===== config.mk =====
export PLATFORM = sky130hd
export DESIGN_NAME = dual_bus_xcvr
export DESIGN_NICKNAME = d
export VERILOG_FILES = /design/src/rtl/xcvr_pkg.sv /design/src/rtl/xcvr_capture.sv /design/src/rtl/xcvr_hold.sv /design/src/rtl/xcvr_drive.sv /design/src/rtl/dual_bus_xcvr.sv
export SDC_FILE = /design/constraint.sdc
export NUM_CORES = 1
export LEC_CHECK = 0
export BUFFER_PORTS_ARGS = -buffer_cell sky130_fd_sc_hd__buf_2
export CAP_MARGIN = 20
export CORE_MARGIN = 8
export CORE_UTILIZATION = 28
export DETAILED_ROUTE_END_ITERATION = 6
export PLACE_DENSITY_LB_ADDON = 0.2
export SLEW_MARGIN = 20
export SYNTH_ARGS = -nofsm -noshare
export SYNTH_HDL_FRONTEND = slang
export SYNTH_SLANG_ARGS = --single-unit

===== constraint.sdc =====
create_clock -name clk -period 2 [get_ports clk]
set_clock_uncertainty 0.1 [all_clocks]
set_input_delay 0.5 -clock clk [delete_from_list [all_inputs] [get_ports clk]]
set_output_delay 0.5 -clock clk [all_outputs]
set_load 0.005 [all_outputs]

===== src/rtl/xcvr_pkg.sv =====
package xcvr_pkg;
   typedef enum logic {
      SRC_LIVE   = 1'b0,
      SRC_STORED = 1'b1
   } src_sel_e;

   function automatic logic hold_mode_active(input logic sel_ab, input logic sel_ba,
                                             input logic b_en, input logic a_en_n);
      return (sel_ab == SRC_LIVE) && (sel_ba == SRC_LIVE) && b_en && !a_en_n;
   endfunction
endpackage


===== src/rtl/xcvr_capture.sv =====
module xcvr_capture #(
   parameter int WIDTH = 8
) (
   input  logic             clk,
   input  logic             rst,
   input  logic             strobe,
   input  logic [WIDTH-1:0] d,
   output logic [WIDTH-1:0] q
);
   logic strobe_q;
   logic load;

   initial begin
      if (WIDTH < 1) $error("xcvr_capture: WIDTH must be at least 1");
   end

   assign load = strobe && !strobe_q;

   always_ff @(posedge clk) begin
      if (rst) begin
         strobe_q <= 1'b0;
         q        <= '0;
      end else begin
         strobe_q <= strobe;
         if (load) q <= d;
      end
   end

   AST_CAPTURE_LOADS: assert property (@(posedge clk) disable iff (rst)
      (strobe && !strobe_q) |=> (q == $past(d)));

   AST_CAPTURE_HOLDS: assert property (@(posedge clk) disable iff (rst)
      !(strobe && !strobe_q) |=> $stable(q));
endmodule


===== src/rtl/xcvr_hold.sv =====
module xcvr_hold #(
   parameter int WIDTH = 8
) (
   input  logic             clk,
   input  logic             rst,
   input  logic [WIDTH-1:0] bus_in,
   output logic [WIDTH-1:0] q
);
   always_ff @(posedge clk) begin
      if (rst) q <= '0;
      else     q <= bus_in;
   end
endmodule


===== src/rtl/xcvr_drive.sv =====
module xcvr_drive #(
   parameter int WIDTH      = 8,
   parameter bit INVERT_OUT = 1'b1,
   parameter bit HOLD_COMPL = 1'b0
) (
   input  logic             sel_stored,
   input  logic             hold_mode,
   input  logic [WIDTH-1:0] live,
   input  logic [WIDTH-1:0] stored,
   input  logic [WIDTH-1:0] hold_val,
   output logic [WIDTH-1:0] out
);
   logic [WIDTH-1:0] picked;
   logic [WIDTH-1:0] polar;
   logic [WIDTH-1:0] hold_drv;

   assign picked = sel_stored ? stored : live;

   generate
      if (INVERT_OUT) begin : g_inv
         assign polar = ~picked;
         if (HOLD_COMPL) begin : g_hc
            assign hold_drv = ~hold_val;
         end else begin : g_ht
            assign hold_drv = hold_val;
         end
      end else begin : g_true
         assign polar    = picked;
         assign hold_drv = hold_val;
      end
   endgenerate

   assign out = hold_mode ? hold_drv : polar;
endmodule


===== src/rtl/dual_bus_xcvr.sv =====
module dual_bus_xcvr
   import xcvr_pkg::*;
#(
   parameter int WIDTH      = 8,
   parameter bit INVERT_OUT = 1'b1
) (
   input  logic             clk,
   input  logic             rst,
   input  logic             cap_ab,
   input  logic             cap_ba,
   input  logic             sel_ab_stored,
   input  logic             sel_ba_stored,
   input  logic             b_drive_en,
   input  logic             a_drive_n,
   input  logic [WIDTH-1:0] a_in,
   output logic [WIDTH-1:0] a_out,
   output logic [WIDTH-1:0] a_oe,
   input  logic [WIDTH-1:0] b_in,
   output logic [WIDTH-1:0] b_out,
   output logic [WIDTH-1:0] b_oe
);
   localparam logic [WIDTH-1:0] ALL_ON = {WIDTH{1'b1}};

   logic [WIDTH-1:0] reg_ab;
   logic [WIDTH-1:0] reg_ba;
   logic [WIDTH-1:0] a_hold;
   logic             hold;

   initial begin
      if (WIDTH < 1 || WIDTH > 1024) $error("dual_bus_xcvr: WIDTH out of range");
   end

   assign hold = hold_mode_active(sel_ab_stored, sel_ba_stored, b_drive_en, a_drive_n);

   xcvr_capture #(.WIDTH(WIDTH)) u_cap_ab (
      .clk(clk), .rst(rst), .strobe(cap_ab), .d(a_in), .q(reg_ab));

   xcvr_capture #(.WIDTH(WIDTH)) u_cap_ba (
      .clk(clk), .rst(rst), .strobe(cap_ba), .d(b_in), .q(reg_ba));

   xcvr_hold #(.WIDTH(WIDTH)) u_hold (
      .clk(clk), .rst(rst), .bus_in(a_in), .q(a_hold));

   xcvr_drive #(.WIDTH(WIDTH), .INVERT_OUT(INVERT_OUT), .HOLD_COMPL(1'b1)) u_drv_b (
      .sel_stored(sel_ab_stored), .hold_mode(hold), .live(a_in), .stored(reg_ab),
      .hold_val(a_hold), .out(b_out));

   xcvr_drive #(.WIDTH(WIDTH), .INVERT_OUT(INVERT_OUT), .HOLD_COMPL(1'b0)) u_drv_a (
      .sel_stored(sel_ba_stored), .hold_mode(hold), .live(b_in), .stored(reg_ba),
      .hold_val(a_hold), .out(a_out));

   assign b_oe = b_drive_en ? ALL_ON : '0;
   assign a_oe = a_drive_n  ? '0 : ALL_ON;

   AST_HOLD_PERSIST: assert property (@(posedge clk) disable iff (rst)
      (hold && !$past(rst)) |-> (a_out == $past(a_in)));

   AST_HOLD_COMPLEMENT: assert property (@(posedge clk) disable iff (rst)
      (hold && INVERT_OUT) |-> (b_out == ~a_out));

   AST_STORED_B_INVERTED: assert property (@(posedge clk) disable iff (rst)
      (sel_ab_stored && INVERT_OUT) |-> (b_out == ~reg_ab));

   AST_OE_UNIFORM: assert property (@(posedge clk) disable iff (rst)
      ($countones(a_oe) == 0 || $countones(a_oe) == WIDTH) &&
      ($countones(b_oe) == 0 || $countones(b_oe) == WIDTH));
endmodule


After elaboration in Yosys (flattened, before gate mapping)
Cells that the tools add are included.
{"block": "word_totals", "regBits": 26, "wordCells": 24, "input_bits": 24, "output_inout_bits": 32}
{"block": "classes", "muxes": 6, "n_reduce_logical": 8, "bitwise": 5}
{"cell": "8-bit two-way mux", "count": 6}
{"cell": "8-bit inverter", "count": 3}
{"cell": "1-bit logical AND", "count": 5}
{"cell": "1-bit zero test", "count": 3}
{"cell": "1-bit inverter", "count": 2}

Logic depth before layout (Yosys ltp)
Gate-level depths: netlist (run 1).
{"block": "logic_depth", "word_depth": 5, "depth_mapped": 5}

Modules after synthesis
From an unflattened synthesis (run 1), not the netlist that was laid out.
{"block": "unflattened", "cells_unflattened": 149, "hier_area_um2": 1569.0}
{"mod": "xcvr_capture", "cells_per_inst": 36, "area_each_um2": 396.6, "instances": 2, "seq_area_each_um2": 180.2}
{"mod": "xcvr_drive (u_drv_a)", "cells_per_inst": 26, "area_each_um2": 217.7, "instances": 1, "seq_area_each_um2": 0.0}
{"mod": "xcvr_drive (u_drv_b)", "cells_per_inst": 18, "area_each_um2": 216.5, "instances": 1, "seq_area_each_um2": 0.0}
{"mod": "xcvr_hold", "cells_per_inst": 16, "area_each_um2": 210.2, "instances": 1, "seq_area_each_um2": 160.2}
{"mod": "dual_bus_xcvr", "cells_per_inst": 17, "area_each_um2": 131.4, "instances": 1, "seq_area_each_um2": 0.0}

Worst setup path before layout (run 1)
No wires, ideal clock.
{"block": "synth_path", "kind": "input -> output", "startpoint": "input sel_ba_stored", "endpoint": "output b_out[5]", "path_buffers": 2, "path_slack_ns": 0.061, "t_arrival_ns": 1.339, "required_time_ns": 1.400, "cell_stages": 4, "path_cell_list": "buf_6 -> nor4b_4 -> buf_4 -> o21a_1"}
{"block": "synth_between", "elab_chain_len": 5}
{"item": "start: declaration", "line_no": "dual_bus_xcvr.sv:12", "source": "input logic sel_ba_stored,"}
{"item": "1-bit inverter", "line_no": "xcvr_pkg.sv:9", "source": "return (sel_ab == SRC_LIVE) && (sel_ba == SRC_LIVE) && b_en && !a_en_n;"}
{"item": "1-bit logical AND (3 in a row)", "line_no": "xcvr_pkg.sv:9"}
{"item": "8-bit two-way mux", "line_no": "xcvr_drive.sv:33", "source": "assign out = hold_mode ? hold_drv : polar;"}
{"item": "end: declaration", "line_no": "dual_bus_xcvr.sv:19", "source": "output logic [WIDTH-1:0] b_out,"}
Every way passes these cells.

Worst setup path after layout (run 1)
{"block": "layout_path", "startpoint": "input a_drive_n", "endpoint": "output b_out[4]"}
{"block": "layout_between", "elab_chain_len": 3}
{"item": "start: declaration", "line_no": "dual_bus_xcvr.sv:14", "source": "input logic a_drive_n,"}
{"item": "1-bit zero test", "line_no": "xcvr_pkg.sv:9"}
{"item": "1-bit logical AND", "line_no": "xcvr_pkg.sv:9"}
{"item": "8-bit two-way mux", "line_no": "xcvr_drive.sv:33"}
Every way passes these cells.

==> key figures, run 1 <==
Status
  – Status: complete, but fails checks
  – Failing checks: setup timing

Placement
  – GPL Wtd Cong: 0.709
  – DPL Wire Length: 2630 um
  – Buffers on Ports: 55
  – Post-Place Worst Slack: -0.125 ns
  – Placed cells: 228

Timing
  – Fmax: 487 MHz
  – Max_slew headroom: 0.690
  – Period Utilization, post-route: 1.03
  – Fin crit period: 2.05 ns
  – Unrepaired setup endpoints after global routing: yes
  – Slew at the pin with the worst max-slew slack: 0.466 ns
  – Final setup viols: 15
  – Hold_ws: 0.345 ns
  – Setup TNS: -0.488 ns
  – Worst Setup Slack, final: -0.0521 ns
  – Final hold violation count: 0
  – Slew Viols, Final: 0

Clocking
  – H-tree depth: 1
  – TritonCTS clock tree: built
  – Clk sink count: 26
  – Cts bufs inserted: 3
  – Clock buffer depth: 2
  – Hold Buf Count CTS: 0
  – Clk Latency, worst-skew pair: 0.27 ns
  – Worst-path clk slew: 0.09 ns
  – Root buffer cell: clkbuf_8

Yosys
  – Yosys warning count: 0
  – Area leader, netlist: dfxtp_1
  – Mapped cell area: 1320 um^2
  – Mapped Nets: 159
  – Syn Area/Cell: 9.74 um^2
  – Count of different cell masters after synthesis: 14
  – Top_reg_cell synth: dfxtp_1
  – Async set or reset register ratio after synthesis: 0
  – Most frequent cell after synthesis: dfxtp_1
  – Post-Synthesis Cells: 135
  – Top cells by area, synth: dfxtp_1 40%, mux2i_1 18%, buf_4 9.1%
  – Post-synthesis register bit count: 26
  – Share of the synthesized area in the top cell type: 0.396
  – Register area share after synthesis: 0.396
  – Synth top cells by count: 26 x dfxtp_1, 24 x mux2i_1, 16 x buf_4, 16 x nor2_1, 12 x nor2b_1
  – EDFF count, synth: 0

Finish
  – Sequential Area: 520 um^2
  – Area of the multi-input gates: 671 um^2
  – # nets final: 206
  – Final cell count without fillers: 235
  – Fillcell total: 489
  – Layout Area Growth over Synthesis: 29.5%
  – Antenna fix cells: 0
  – Layout cells sized above 1: 0.492

Drt
  – Routed WL per cell: 14.3 um
  – DR vias: 1054
  – Drt pass-1 iters: 4
  – DR iter-0 viols: 24
  – Drt via density: 4.49
  – Post-route DRC: 0
  – Final antenna-violating net count: 0
  – Final wirelength: 3360 um

Die
  – Starting density of the core: 0.284
  – Die width: 84.5 um
  – Std cell rows: 25
  – DIE AREA: 7150 um^2
  – Core area: 4630 um^2
  – # IOs: 56
  – Die height: 84.5 um

Power and ir drop
  – PwrDens: 668 nW/um^2
  – Total power draw: 1.14 mW
  – VDD IR max: 330 uV
  – Leak pwr: 0.824 nW

Setup path
  – Slowest stage delay, CP: 0.25 ns
  – Worst R2R End: u_cap_ab.q[2]
  – Reg2reg start: u_cap_ab.strobe_q
  – Worst reg2reg setup slack: 0.91 ns
  – Crit path top cell by count: buf_8
  – Startpoint Class: input port
  – Slowest CP cell: nor4b_4
  – Critical path's top delay family: buffers and inverters
  – Critical Path Fanout Max: 6
  – Worst path required time: 1.40 ns
  – CP Class: input port to output port
  – CP Capture Type: output port
  – Worst EP arrival: 1.45 ns
  – Reg2reg path depth: 4
  – CP Cell Sequence: buf_8, nor4b_4, buf_4, buf_8, nand2_4, o21a_1, buf_2
  – Worst path bufs/invs: 4

GRT
  – Total gr overflow: 0
  – Initial antenna violation count: 0
  – First-pass GRT wire length: 5530 um
  – Number of global-route vias before repair: 1175
  – Largest net degree at the start of global routing: 27
  – GRT Overall Usage: 0.0949

Flow run
  – Max-cap violations: 0

Worst hold path
  – Worst Hold Depth: 2
  – Hold Startpoint: cap_ab
  – Class of the worst hold path: input port to flip-flop
  – Worst Hold Path EP: u_cap_ab.strobe_q
==> layout make-up <==
| type | count | share of cell area |
|---|---|---|
| Timing Repair Buffer | 65 | 0.226 |
| Sequential cell | 26 | 0.306 |
| Tap cell | 54 | 0.0397 |
| Multi-Input combinational cell | 85 | 0.394 |
| Clock buffer | 4 | 0.0323 |
| Inverter | 1 | 0.00220 |
==> stage by stage <==
step,utilization,instance area (um^2)
after global routing,0.368,1700
after global placement,0.332,1540
after detailed placement,0.332,1540
final,0.368,1700
after floorplan,-,1320
after CTS,0.362,1680
==> metal layers <==
metal | vias up | share of wire | global-route usage
li1 | 523 | - | -
met4 | 0 | 0.019 | 0.0356
met1 | 485 | 0.43 | 0.102
met3 | 6 | 0.084 | 0.0400
met5 | - | 0 | 0
met2 | 40 | 0.46 | 0.162
==> logic make-up (layout without fill, tap and decap cells) <==
logic type	count (synthesis)	in the layout	share of synthesized area
buffers and inverters	24	70	0.133
multiplexers	32	32	0.251
flip-flops	26	26	0.396
AO/OA/AOI/OAI	16	16	0.0761
AND/OR/NAND/NOR	37	37	0.144
==> worst max path at each step <==
| stage | from | endpoint | slack (ns) | cells past startpoint |
|---|---|---|---|---|
| after floorplan | sel_ba_stored | b_out[5] | 0.06 | 4 |
| after global placement | sel_ba_stored | a_out[0] | -0.18 | 5 |
| after detailed placement | sel_ba_stored | a_out[0] | -0.13 | 5 |
| after CTS | a_drive_n | b_out[0] | -0.05 | 7 |
| after global routing | a_drive_n | b_out[0] | -0.11 | 7 |
| final | a_drive_n | b_out[4] | -0.05 | 7 |
==> registers in the layout, summed over array words and instances, names as in the netlist <==
register / count
u_cap_ab.q: 8
u_cap_ba.q: 8
u_hold.q: 8
u_cap_ab.strobe_q: 1
u_cap_ba.strobe_q: 1
==> where the power goes <==
group	total (mW)	switching (mW)	leakage (nW)	internal, mW
logic	0.231	0.107	0.581	0.124
clock network	0.345	0.169	0.0288	0.176
registers	0.562	0.0149	0.215	0.547
==> timing repair <==
item / CTS / global route
setup buffers: 1 / 0
pin swaps: 4 / 3
setup endpoints to repair: 16 / 16
gates resized for setup: 26 / 10
gates cloned: 2 / 0
==> cell usage in the layout (no fill, tap or decap) <==
cell type,instances
clkbuf_8,4
inv_1,1
mux2_2,8
buf_6,2
mux2i_1,24
buf_8,3
o21ai_2,3
nand2_2,4
nor2b_1,12
nand2_4,4
buf_2,53
dfxtp_1,26
o21a_1,8
nor4b_4,1
buf_4,7
o21ai_1,5
nor2_1,16
Note: power is estimated with default switching activity, not from simulation.
==> run 2, diff against run 1 <==
Settings changed: BUFFER_PORTS_ARGS -buffer_cell sky130_fd_sc_hd__buf_2 to unset, CORE_ASPECT_RATIO set to 1.25, CORE_MARGIN 8 to unset, DONT_BUFFER_PORTS set to 1.
==> run 2 against run 1 <==
Net effect:
- the run now ends clean
- non-clock buffer count fell by 62
- combinational power fell by 48%
- final cell count fell by 25%
- clock-buffer cell count fell by 1
- critical path depth fell by 3
==> key figures, run 2 (synthesized netlist as in run 1, its figures left out) <==
Finish
  – Most common cell after layout, fill and taps aside: dfxtp_1
  – Layout cells sized above 1: 0.127
  – Layout Area Growth over Synthesis: -1.71%
  – Antenna fix cells: 0
  – Commonest non-fill, non-tap cells in the layout: 26 x dfxtp_1, 24 x mux2i_1, 16 x nor2_1, 12 x nor2b_1
  – Largest regs: u_cap_ab.q (8), u_cap_ba.q (8), u_hold.q (8)
  – # nets final: 144
  – Final cell count without fillers: 176

Drt
  – Highest routed layer: met4
  – Drt pass-1 iters: 4
  – DR WL met2: 1230 um
  – Drt via density: 4.43
  – Routed WL per cell: 14.4 um
  – Post-route DRC: 0
  – Routed length on met1: 1070 um
  – Final antenna-violating net count: 0
  – Routed length on met3: 208 um
  – DR iter-0 viols: 12
  – Final wirelength: 2530 um
  – DR vias: 779

Die
  – Core area: 4460 um^2
  – Die height: 78.6 um
  – # IOs: 56
  – Std cell rows: 27
  – Starting density of the core: 0.295
  – DIE AREA: 4980 um^2
  – Die width: 63.3 um

Placement
  – GPL Wtd Cong: 0.652
  – Post-Place Worst Slack: 0.150 ns
  – Placed cells: 173
  – Buffers on Ports: 0
  – DPL Wire Length: 1910 um

Flow run
  – Max-cap violations: 0

Power and ir drop
  – VDD IR max: 257 uV
  – Total power draw: 974 uW
  – PwrDens: 753 nW/um^2
  – Leak pwr: 0.509 nW

Timing
  – Unrepaired setup endpoints after global routing: no
  – Final hold violation count: 0
  – Setup TNS: 0 ns
  – Slew Viols, Final: 0
  – Worst Setup Slack, final: 0.159 ns
  – Final setup viols: 0
  – Max_slew headroom: 0.772
  – Fin crit period: 1.84 ns
  – Period Utilization, post-route: 0.920
  – Hold_ws: 0.193 ns
  – Slew at the pin with the worst max-slew slack: 0.339 ns
  – Fmax: 543 MHz

Status
  – Status: complete, no violations

Setup path
  – CP Cell Sequence: nor4b_4, buf_12, nand2_1, o21ai_0
  – Slowest CP cell: nor4b_4
  – CP Capture Type: output port
  – Worst EP arrival: 1.24 ns
  – Worst path bufs/invs: 1
  – Worst path required time: 1.40 ns
  – CP Class: input port to output port
  – Critical Path Fanout Max: 24
  – Slowest stage delay, CP: 0.31 ns
  – Startpoint Class: input port
  – Critical path's top delay family: simple AND/OR/NAND/NOR gates

Clocking
  – Clk sink count: 26
  – TritonCTS clock tree: built
  – Clk Latency, worst-skew pair: 0.26 ns
  – H-tree depth: 1
  – Post-cts resize count: 0
  – Setup bufs post-CTS: 0
  – Clock buffer depth: 2
  – Worst-path clk slew: 0.09 ns
  – Cts bufs inserted: 3
  – Hold Buf Count CTS: 0
  – Root buffer cell: clkbuf_8

GRT
  – Initial antenna violation count: 0
  – Total gr overflow: 0
  – Largest net degree at the start of global routing: 27
  – First-pass GRT wire length: 4180 um
  – Number of global-route vias before repair: 830
  – GRT Overall Usage: 0.109

Worst hold path
  – Class of the worst hold path: input port to flip-flop
run 2: cell type report:
type                            count  area [um^2]
Inverter                            1         3.75
Sequential cell                    26          520
Fill cell                         484         3170
Tap cell                           58         72.6
Clock buffer                        3         41.3
Multi-Input combinational cell     85          619
Timing Repair Buffer                3         35.0
run 2: worst register-to-register path, stage by stage, from the launching register on:
cell,delay [ns]
dfxtp_1,0.31
nor2b_1,0.09
buf_4,0.20
mux2i_1,0.21
nor2_1,0.05
run 2: routing by layer:
metal | vias up | GRT usage
met5 | - | 0
met4 | 0 | 0.0432
met3 | 2 | 0.0363
met2 | 20 | 0.182
met1 | 359 | 0.127
li1 | 398 | -
run 2: worst paths after layout:
| path | startpoint | end | slack (ns) | cells past startpoint |
|---|---|---|---|---|
| hold reg to reg | u_cap_ab.q[5] | u_cap_ab.q[5] | 0.40 | 2 |
| hold / removal | rst | u_hold.q[7] | 0.19 | 1 |
| setup reg to reg | u_cap_ba.strobe_q | u_cap_ba.q[0] | 0.95 | 4 |
| setup / recovery | sel_ba_stored | a_out[0] | 0.16 | 4 |
run 2: metrics by stage:
stage | util | instance area [um^2]
finish | 0.290 | 1290
global placement | 0.281 | 1250
CTS | 0.290 | 1290
detailed placement | 0.281 | 1250
global route | 0.290 | 1290
floorplan | - | 1320
run 2: power breakdown:
part / leakage, nW / internal (mW) / switching, mW / total, mW
sequential: 0.215 / 0.547 / 0.0114 / 0.559
clock: 0.0216 / 0.135 / 0.159 / 0.293
combinational: 0.273 / 0.0665 / 0.0550 / 0.121
total: 0.509 / 0.749 / 0.225 / 0.974
